`config.mk`:
```
export PLATFORM = sky130hd
export DESIGN_NAME = bmdma_chan_regs
export DESIGN_NICKNAME = d
export VERILOG_FILES = /design/src/rtl/bmdma_pkg.sv /design/src/rtl/bmdma_cmd_reg.sv /design/src/rtl/bmdma_stat_reg.sv /design/src/rtl/bmdma_ptr_reg.sv /design/src/rtl/bmdma_chan_regs.sv
export SDC_FILE = /design/constraint.sdc
export NUM_CORES = 1
export LEC_CHECK = 0
export ABC_CLOCK_PERIOD_IN_PS = 2450
export BUFFER_PORTS_ARGS = -buffer_cell sky130_fd_sc_hd__buf_2
export CORE_UTILIZATION = 50
export DETAILED_ROUTE_END_ITERATION = 8
export PLACE_DENSITY = 0.75
export SLEW_MARGIN = 40
export SYNTH_ARGS = -nofsm -noshare
export SYNTH_HDL_FRONTEND = slang
export SYNTH_SLANG_ARGS = --single-unit
```
`constraint.sdc`:
```
create_clock -name clk -period 2.45 [get_ports clk]
set_clock_uncertainty 0.05 [all_clocks]
set_input_delay 0.1225 -clock clk [delete_from_list [all_inputs] [get_ports clk]]
set_output_delay 0.1225 -clock clk [all_outputs]
set_load 0.03 [all_outputs]
```
`src/rtl/bmdma_pkg.sv`:
```
// Package: shared access-size encoding, register offsets and bit positions
// for the bus-master DMA channel register block.
package bmdma_pkg;

    typedef enum logic [1:0] {
        SZ_BYTE = 2'd0,
        SZ_HALF = 2'd1,
        SZ_WORD = 2'd2,
        SZ_BAD  = 2'd3
    } acc_size_t;

    localparam logic [2:0] OFS_CMD  = 3'd0;
    localparam logic [2:0] OFS_STAT = 3'd2;
    localparam logic [2:0] OFS_PTR  = 3'd4;

    localparam int CMD_RUN_BIT  = 0;
    localparam int CMD_DIR_BIT  = 3;
    localparam int ST_ACT_BIT   = 0;
    localparam int ST_ERR_BIT   = 1;
    localparam int ST_IRQ_BIT   = 2;
    localparam int ST_CAP0_BIT  = 5;
    localparam int ST_CAP1_BIT  = 6;

endpackage

```
`src/rtl/bmdma_cmd_reg.sv`:
```
// Module: bmdma_cmd_reg
// Holds the run and direction bits of the command byte. It turns run-bit
// edges from software into start/abort events (combinational) and pulses
// (registered). Assumes at most one write per cycle. A completion strobe
// overrides the run bit and suppresses events.
module bmdma_cmd_reg (
    input  logic clk,
    input  logic rst_n,
    input  logic wr_en,
    input  logic wr_run,
    input  logic wr_dir,
    input  logic done,
    output logic run_q,
    output logic dir_q,
    output logic start_evt,
    output logic stop_evt,
    output logic start_pls,
    output logic abort_pls
);

    // Edge detection against the value held before this write
    always_comb begin
        start_evt = wr_en && !done && !run_q &&  wr_run;
        stop_evt  = wr_en && !done &&  run_q && !wr_run;
    end

    // Run/direction storage and registered request pulses
    always_ff @(posedge clk) begin
        if (!rst_n) begin
            run_q     <= 1'b0;
            dir_q     <= 1'b0;
            start_pls <= 1'b0;
            abort_pls <= 1'b0;
        end else begin
            start_pls <= start_evt;
            abort_pls <= stop_evt;
            if (wr_en && !run_q)
                dir_q <= wr_dir;
            if (done)
                run_q <= 1'b0;
            else if (wr_en)
                run_q <= wr_run;
        end
    end

    AST_START_ABORT_EXCL: assert property (@(posedge clk) disable iff (!rst_n)
        !(start_pls && abort_pls));
    AST_DIR_HELD: assert property (@(posedge clk) disable iff (!rst_n)
        (run_q && $past(run_q)) |-> $stable(dir_q));
    AST_DONE_STOPS: assert property (@(posedge clk) disable iff (!rst_n)
        done |=> !run_q);

endmodule

```
`src/rtl/bmdma_stat_reg.sv`:
```
// Module: bmdma_stat_reg
// Status byte: the active flag follows start/stop/done events only, the
// error and interrupt flags are set by hardware strobes and cleared by
// writing 1, and the capable flags are plain read/write. Set wins over clear.
module bmdma_stat_reg
    import bmdma_pkg::*;
(
    input  logic       clk,
    input  logic       rst_n,
    input  logic       wr_en,
    input  logic [7:0] wr_byte,
    input  logic       start_evt,
    input  logic       stop_evt,
    input  logic       done,
    input  logic       err_set,
    output logic [7:0] stat_byte
);

    logic       act_q;
    logic       err_q;
    logic       irq_q;
    logic [1:0] cap_q;

    // Flag storage with write-one-to-clear and hardware set priority
    always_ff @(posedge clk) begin
        if (!rst_n) begin
            act_q <= 1'b0;
            err_q <= 1'b0;
            irq_q <= 1'b0;
            cap_q <= 2'b11;
        end else begin
            if (done || stop_evt)
                act_q <= 1'b0;
            else if (start_evt)
                act_q <= 1'b1;
            if (err_set)
                err_q <= 1'b1;
            else if (wr_en && wr_byte[ST_ERR_BIT])
                err_q <= 1'b0;
            if (done)
                irq_q <= 1'b1;
            else if (wr_en && wr_byte[ST_IRQ_BIT])
                irq_q <= 1'b0;
            if (wr_en)
                cap_q <= {wr_byte[ST_CAP1_BIT], wr_byte[ST_CAP0_BIT]};
        end
    end

    // Assemble the readable status byte
    always_comb begin
        stat_byte              = '0;
        stat_byte[ST_ACT_BIT]  = act_q;
        stat_byte[ST_ERR_BIT]  = err_q;
        stat_byte[ST_IRQ_BIT]  = irq_q;
        stat_byte[ST_CAP0_BIT] = cap_q[0];
        stat_byte[ST_CAP1_BIT] = cap_q[1];
    end

    AST_IRQ_ON_DONE: assert property (@(posedge clk) disable iff (!rst_n)
        done |=> irq_q);
    AST_ERR_SET_WINS: assert property (@(posedge clk) disable iff (!rst_n)
        err_set |=> err_q);
    AST_ACT_NOT_WRITABLE: assert property (@(posedge clk) disable iff (!rst_n)
        (wr_en && !start_evt && !stop_evt && !done) |=> $stable(act_q));

endmodule

```
`src/rtl/bmdma_ptr_reg.sv`:
```
// Module: bmdma_ptr_reg
// Descriptor table pointer with forced alignment, plus a launch copy that
// is captured on each start event and presented to the DMA engine.
module bmdma_ptr_reg #(
    parameter int PTR_W      = 32,
    parameter int ALIGN_BITS = 2
) (
    input  logic             clk,
    input  logic             rst_n,
    input  logic             wr_en,
    input  logic [PTR_W-1:0] wr_data,
    input  logic             start_evt,
    output logic [PTR_W-1:0] ptr_q,
    output logic [PTR_W-1:0] launch_q
);

    localparam logic [PTR_W-1:0] ALIGN_MASK = ~((PTR_W)'((1 << ALIGN_BITS) - 1));

    // Pointer storage and launch capture
    always_ff @(posedge clk) begin
        if (!rst_n) begin
            ptr_q    <= '0;
            launch_q <= '0;
        end else begin
            if (wr_en)
                ptr_q <= wr_data & ALIGN_MASK;
            if (start_evt)
                launch_q <= ptr_q;
        end
    end

    AST_PTR_ALIGNED: assert property (@(posedge clk) disable iff (!rst_n)
        $past(wr_en) |-> (ptr_q[ALIGN_BITS-1:0] == '0));

endmodule

```
`src/rtl/bmdma_chan_regs.sv`:
```
// Module: bmdma_chan_regs (top)
// One channel of bus-master DMA registers. It decodes register accesses,
// checks the access size for each offset, and returns read data and the
// error flag one cycle after the request. Assumes one request per cycle.
module bmdma_chan_regs
    import bmdma_pkg::*;
#(
    parameter int DATA_W     = 32,
    parameter int ADDR_W     = 3,
    parameter int ALIGN_BITS = 2
) (
    input  logic              clk,
    input  logic              rst_n,
    input  logic              reg_req,
    input  logic              reg_wr,
    input  logic [ADDR_W-1:0] reg_addr,
    input  logic [1:0]        reg_size,
    input  logic [DATA_W-1:0] reg_wdata,
    output logic [DATA_W-1:0] reg_rdata,
    output logic              reg_err,
    output logic              dma_start,
    output logic              dma_abort,
    output logic [DATA_W-1:0] dma_ptr,
    input  logic              dma_done,
    input  logic              dma_err_set,
    output logic              irq
);

    localparam int IMG_BYTES = 1 << ADDR_W;
    localparam int IMG_W     = IMG_BYTES * 8;

    acc_size_t       size;
    logic            cmd_wr, stat_wr, ptr_wr, bad_acc, rd_ok;
    logic            run_q, dir_q, start_evt, stop_evt;
    logic [7:0]      stat_byte, cmd_byte;
    logic [DATA_W-1:0] ptr_q;
    logic [IMG_W-1:0]  image, shifted;
    logic [DATA_W-1:0] rd_word;

    // Access decode and legality check
    always_comb begin
        size    = acc_size_t'(reg_size);
        cmd_wr  = reg_req && reg_wr && reg_addr == ADDR_W'(OFS_CMD)  && size == SZ_BYTE;
        stat_wr = reg_req && reg_wr && reg_addr == ADDR_W'(OFS_STAT) && size == SZ_BYTE;
        ptr_wr  = reg_req && reg_wr && reg_addr == ADDR_W'(OFS_PTR)  && size == SZ_WORD;
        rd_ok   = reg_req && !reg_wr && size != SZ_BAD;
        bad_acc = reg_req && (reg_wr ? !(cmd_wr || stat_wr || ptr_wr) : size == SZ_BAD);
    end

    bmdma_cmd_reg u_cmd (
        .clk       (clk),
        .rst_n     (rst_n),
        .wr_en     (cmd_wr),
        .wr_run    (reg_wdata[CMD_RUN_BIT]),
        .wr_dir    (reg_wdata[CMD_DIR_BIT]),
        .done      (dma_done),
        .run_q     (run_q),
        .dir_q     (dir_q),
        .start_evt (start_evt),
        .stop_evt  (stop_evt),
        .start_pls (dma_start),
        .abort_pls (dma_abort)
    );

    bmdma_stat_reg u_stat (
        .clk       (clk),
        .rst_n     (rst_n),
        .wr_en     (stat_wr),
        .wr_byte   (reg_wdata[7:0]),
        .start_evt (start_evt),
        .stop_evt  (stop_evt),
        .done      (dma_done),
        .err_set   (dma_err_set),
        .stat_byte (stat_byte)
    );

    bmdma_ptr_reg #(
        .PTR_W      (DATA_W),
        .ALIGN_BITS (ALIGN_BITS)
    ) u_ptr (
        .clk       (clk),
        .rst_n     (rst_n),
        .wr_en     (ptr_wr),
        .wr_data   (reg_wdata),
        .start_evt (start_evt),
        .ptr_q     (ptr_q),
        .launch_q  (dma_ptr)
    );

    // Register image, shifted to the offset and cut to the access size
    always_comb begin
        cmd_byte              = '0;
        cmd_byte[CMD_RUN_BIT] = run_q;
        cmd_byte[CMD_DIR_BIT] = dir_q;
        image                 = '0;
        image[7:0]            = cmd_byte;
        image[23:16]          = stat_byte;
        image[32 +: DATA_W]   = ptr_q;
        shifted               = image >> {reg_addr, 3'b000};
        rd_word               = shifted[DATA_W-1:0];
        case (size)
            SZ_BYTE: rd_word = rd_word & DATA_W'(8'hFF);
            SZ_HALF: rd_word = rd_word & DATA_W'(16'hFFFF);
            default: rd_word = rd_word;
        endcase
    end

    // Registered read data and error pulse
    always_ff @(posedge clk) begin
        if (!rst_n) begin
            reg_rdata <= '0;
            reg_err   <= 1'b0;
        end else begin
            reg_err <= bad_acc;
            if (rd_ok)
                reg_rdata <= rd_word;
        end
    end

    assign irq = stat_byte[ST_IRQ_BIT];

    AST_START_SETS_ACTIVE: assert property (@(posedge clk) disable iff (!rst_n)
        dma_start |-> stat_byte[ST_ACT_BIT]);
    AST_ACTIVE_NEEDS_RUN: assert property (@(posedge clk) disable iff (!rst_n)
        stat_byte[ST_ACT_BIT] |-> run_q);
    AST_REJECT_KEEPS_PTR: assert property (@(posedge clk) disable iff (!rst_n)
        reg_err |-> $stable(ptr_q));

endmodule

```
==> results.json <==
{
  "power_mw": 3.109,
  "max_freq_mhz": 607.3,
  "synth_compound_area_share_pct": 23.34,
  "yosysTopAreaCell": "dfxtp_1",
  "synthAdderAreaFrac_pct": 0,
  "ys_warn_count": 0,
  "cp.arrival_ns": 1.86,
  "yosysUniqueCellTypes": 49,
  "drive_above_1_share_pct": 22.29,
  "post_cts_resize_count": 0,
  "synth-edff-count": 0,
  "fin_nets": 693,
  "crit_chain": "buf_2, inv_1, nor4_1, buf_4, a31oi_1, dlygate4sd3_1",
  "synth_ff_type": "dfxtp_1",
  "crit_type": "in -> reg",
  "cp.required_ns": 2.66,
  "p_per_area_nw_per_um2": 545.0,
  "syn_inst": 535,
  "start_util_pct": 52.23,
  "cpPeakStageDelay_ns": 0.56,
  "ant_nets": 0,
  "max_cap_violations": 0,
  "antenna_found_initial": 0,
  "wire_per_inst_um": 16.87,
  "hpwl_um": 8986,
  "slew_violations": 0,
  "violations": "design-rule violations",
  "viasPerCell": 5.794,
  "root_buffer": "clkbuf_8",
  "critPathSlowestCell": "dlygate4sd3_1",
  "grt_max_degree": 102,
  "ys_async_sr_fraction_pct": 0,
  "cts.clk_slew.worst_paths_ns": 0.10,
  "ios": 111,
  "cts.sinks": 102,
  "ir_drop_v": 0.0003073,
  "synth_top_family_by_area": "compound AO/OA/AOI/OAI gates",
  "setup-tns-final_ns": 0,
  "seqPwrFrac_pct": 54.0,
  "design_area_sq_um": 5704,
  "worstSetupStartpointType": "input pin",
  "synth_common_cells": "nand2_1 (106), dfxtp_1 (102), o21ai_0 (38)",
  "seq_area_frac_synth_pct": 44.18,
  "clock_latency_ns": 0.37,
  "finalCritPeriodShare_pct": 67.21,
  "htreeDepth": 3,
  "intPower_mw": 2.312,
  "coreArea_sq_um": 8848,
  "crit_buf_inv": 4,
  "synthSimpleGateAreaFrac_pct": 18.92,
  "dieArea_sq_um": 9632,
  "ctsLongestPathBuffers": 2,
  "dpl_cell_area_sq_um": 5161,
  "p_leak_nw": 2.295,
  "synthXorXnorAreaFrac_pct": 0,
  "netlist_area_sq_um": 4622,
  "synth_top_area_share_pct": 44.18,
  "wl_um": 12870,
  "power_switching_uw": 796.9,
  "setup_viol": 0,
  "die_h_um": 98.15,
  "swShare_pct": 25.63,
  "fin_crit_ns": 1.647,
  "grt_pass1_vias": 4198,
  "synth.area.mux_share_pct": 7.742,
  "syn_to_final_growth_pct": 23.42,
  "gp_congestion": 0.9417,
  "overflow": 0,
  "vias": 4421,
  "num_rows": 34,
  "drt_iter0_drc": 342,
  "hp-class": "in -> reg",
  "comb_power_share_pct": 9.6,
  "utilization_pct": 64.47,
  "cp_max_fo": 18,
  "finalHoldViolCount": 0,
  "setup.worst_path.end_class": "register",
  "dieWidth_um": 98.15,
  "numCtsBuffers": 9,
  "rsz0062_at_grt": "false",
  "cp_top_family": "buffers and inverters",
  "slew_headroom_pct": 50.87,
  "grtUsageTotal_pct": 27.65,
  "netlist_top_cells_area": "dfxtp_1 (44%), nand2_1 (8.6%), mux2i_1 (6.3%)",
  "grt_pass1_wl_um": 21070,
  "syn_avg_cell_area_sq_um": 8.639,
  "diodes": 0,
  "dr.pass1.iters": 7,
  "worstMarginPinSlew_ns": 0.7369,
  "outcome": "finished, violations left",
  "clockPowerShare_pct": 36.4,
  "postSynthRegisterBits": 102,
  "port_buffers": 108,
  "yosysMostFrequentCell": "nand2_1",
  "drcViolationCount": 9,
  "cts_tree": "done"
}
[power by group through the flow]
| stage | Combinational [mW] | Clock, mW | Sequential (mW) |
|---|---|---|---|
| after floorplan | 0.156 | 0 | 1.73 |
| final | 0.297 | 1.13 | 1.68 |
| after global routing | 0.320 | 1.22 | 1.68 |
| after global placement | 0.249 | 0 | 1.72 |
| after detailed placement | 0.251 | 0 | 1.72 |
| after CTS | 0.292 | 1.15 | 1.68 |
[placed cells by master, fill, tap and decap left out, drive strengths merged, types with 4 or more instances in the layout]
cell type / netlist / final
dfxtp: 102 / 102
nand3: 37 / 37
nor2: 6 / 6
o22ai: 15 / 15
a21oi: 14 / 14
mux2: 4 / 4
a22oi: 14 / 14
nor3: 5 / 5
mux2i: 29 / 29
inv: 6 / 9
dlygate4sd3: 0 / 33
a22o: 21 / 21
o21ai: 43 / 43
a21boi: 32 / 32
nand2: 106 / 106
nand2b: 7 / 7
nor2b: 8 / 8
buf: 17 / 118
clkbuf: 31 / 10
[kinds of logic (layout without fill, tap and decap cells)]
family,count (synthesis),count (layout)
compound gates,159,159
buf+inv,54,173
flops,102,102
mux,34,34
other cells,1,2
simple gates,185,185
[layer usage]
| metal | track usage (%) | part of all wire (%) | up-vias |
|---|---|---|---|
| met5 | 0 | 0 | - |
| met4 | 10.33 | 2.5 | 0 |
| met3 | 5.727 | 7.5 | 24 |
| met2 | 44.31 | 46 | 197 |
| met1 | 36.80 | 44 | 2074 |
| li1 | - | - | 2126 |
[metrics by stage]
step / setup slack, ns / cells / hold slack (ns)
2_1_floorplan: 0.9341 / 536 / 0.1512
3_3_place_gp: 0.7717 / 714 / 0.2788
3_5_place_dp: 0.6983 / 714 / 0.2838
4_1_cts: 0.8501 / 763 / 0.006847
5_1_grt: 0.7542 / 763 / 0.01660
6_report: 0.8033 / 763 / 0.01634
[registers in the layout, summed over array words and instances, names as in the netlist, 2 cells and up]
signal          flops
u_stat.cap_q        2
reg_rdata          32
u_ptr.launch_q     30
u_ptr.ptr_q        30
[area by class of cell]
class	count	area, sq um
Fill cell	764	3144
Inverter	6	22.52
Sequential cell	102	2042
Timing Repair Buffer	151	970.9
Clock inverter	6	75.07
Multi-Input combinational cell	380	2321
Clock buffer	10	137.6
Tap cell	108	135.1
[worst min-delay path, delay by kind of cell]
kind / cells / cell delay, ns
buffers and inverters: 1 / 0.13
AND/OR/NAND/NOR: 2 / 0.12
[worst paths after layout]
| kind | depth (start not counted) | end | start | slack (ns) |
|---|---|---|---|---|
| max | 6 | u_stat.err_q$_SDFFE_PN0P_ | reg_addr[1] | 0.80 |
| min | 3 | reg_err$_SDFF_PN0_ | reg_req | 0.02 |
| max reg2reg | 4 | reg_rdata[22]$_SDFFE_PN0P_ | u_ptr.ptr_q[6]$_SDFFE_PN0P_ | 1.06 |
| min reg2reg | 2 | u_ptr.launch_q[17]$_SDFFE_PN0P_ | u_ptr.launch_q[17]$_SDFFE_PN0P_ | 0.41 |
[what timing repair did]
action | in CTS | in global routing
endpoints found under the setup margin | 0 | 0
hold buffers | 33 | 0
buffers inserted | 0 | 0
hold endpoints to repair | 36 | 0
No activity file was read; power rests on OpenSTA's default activity.
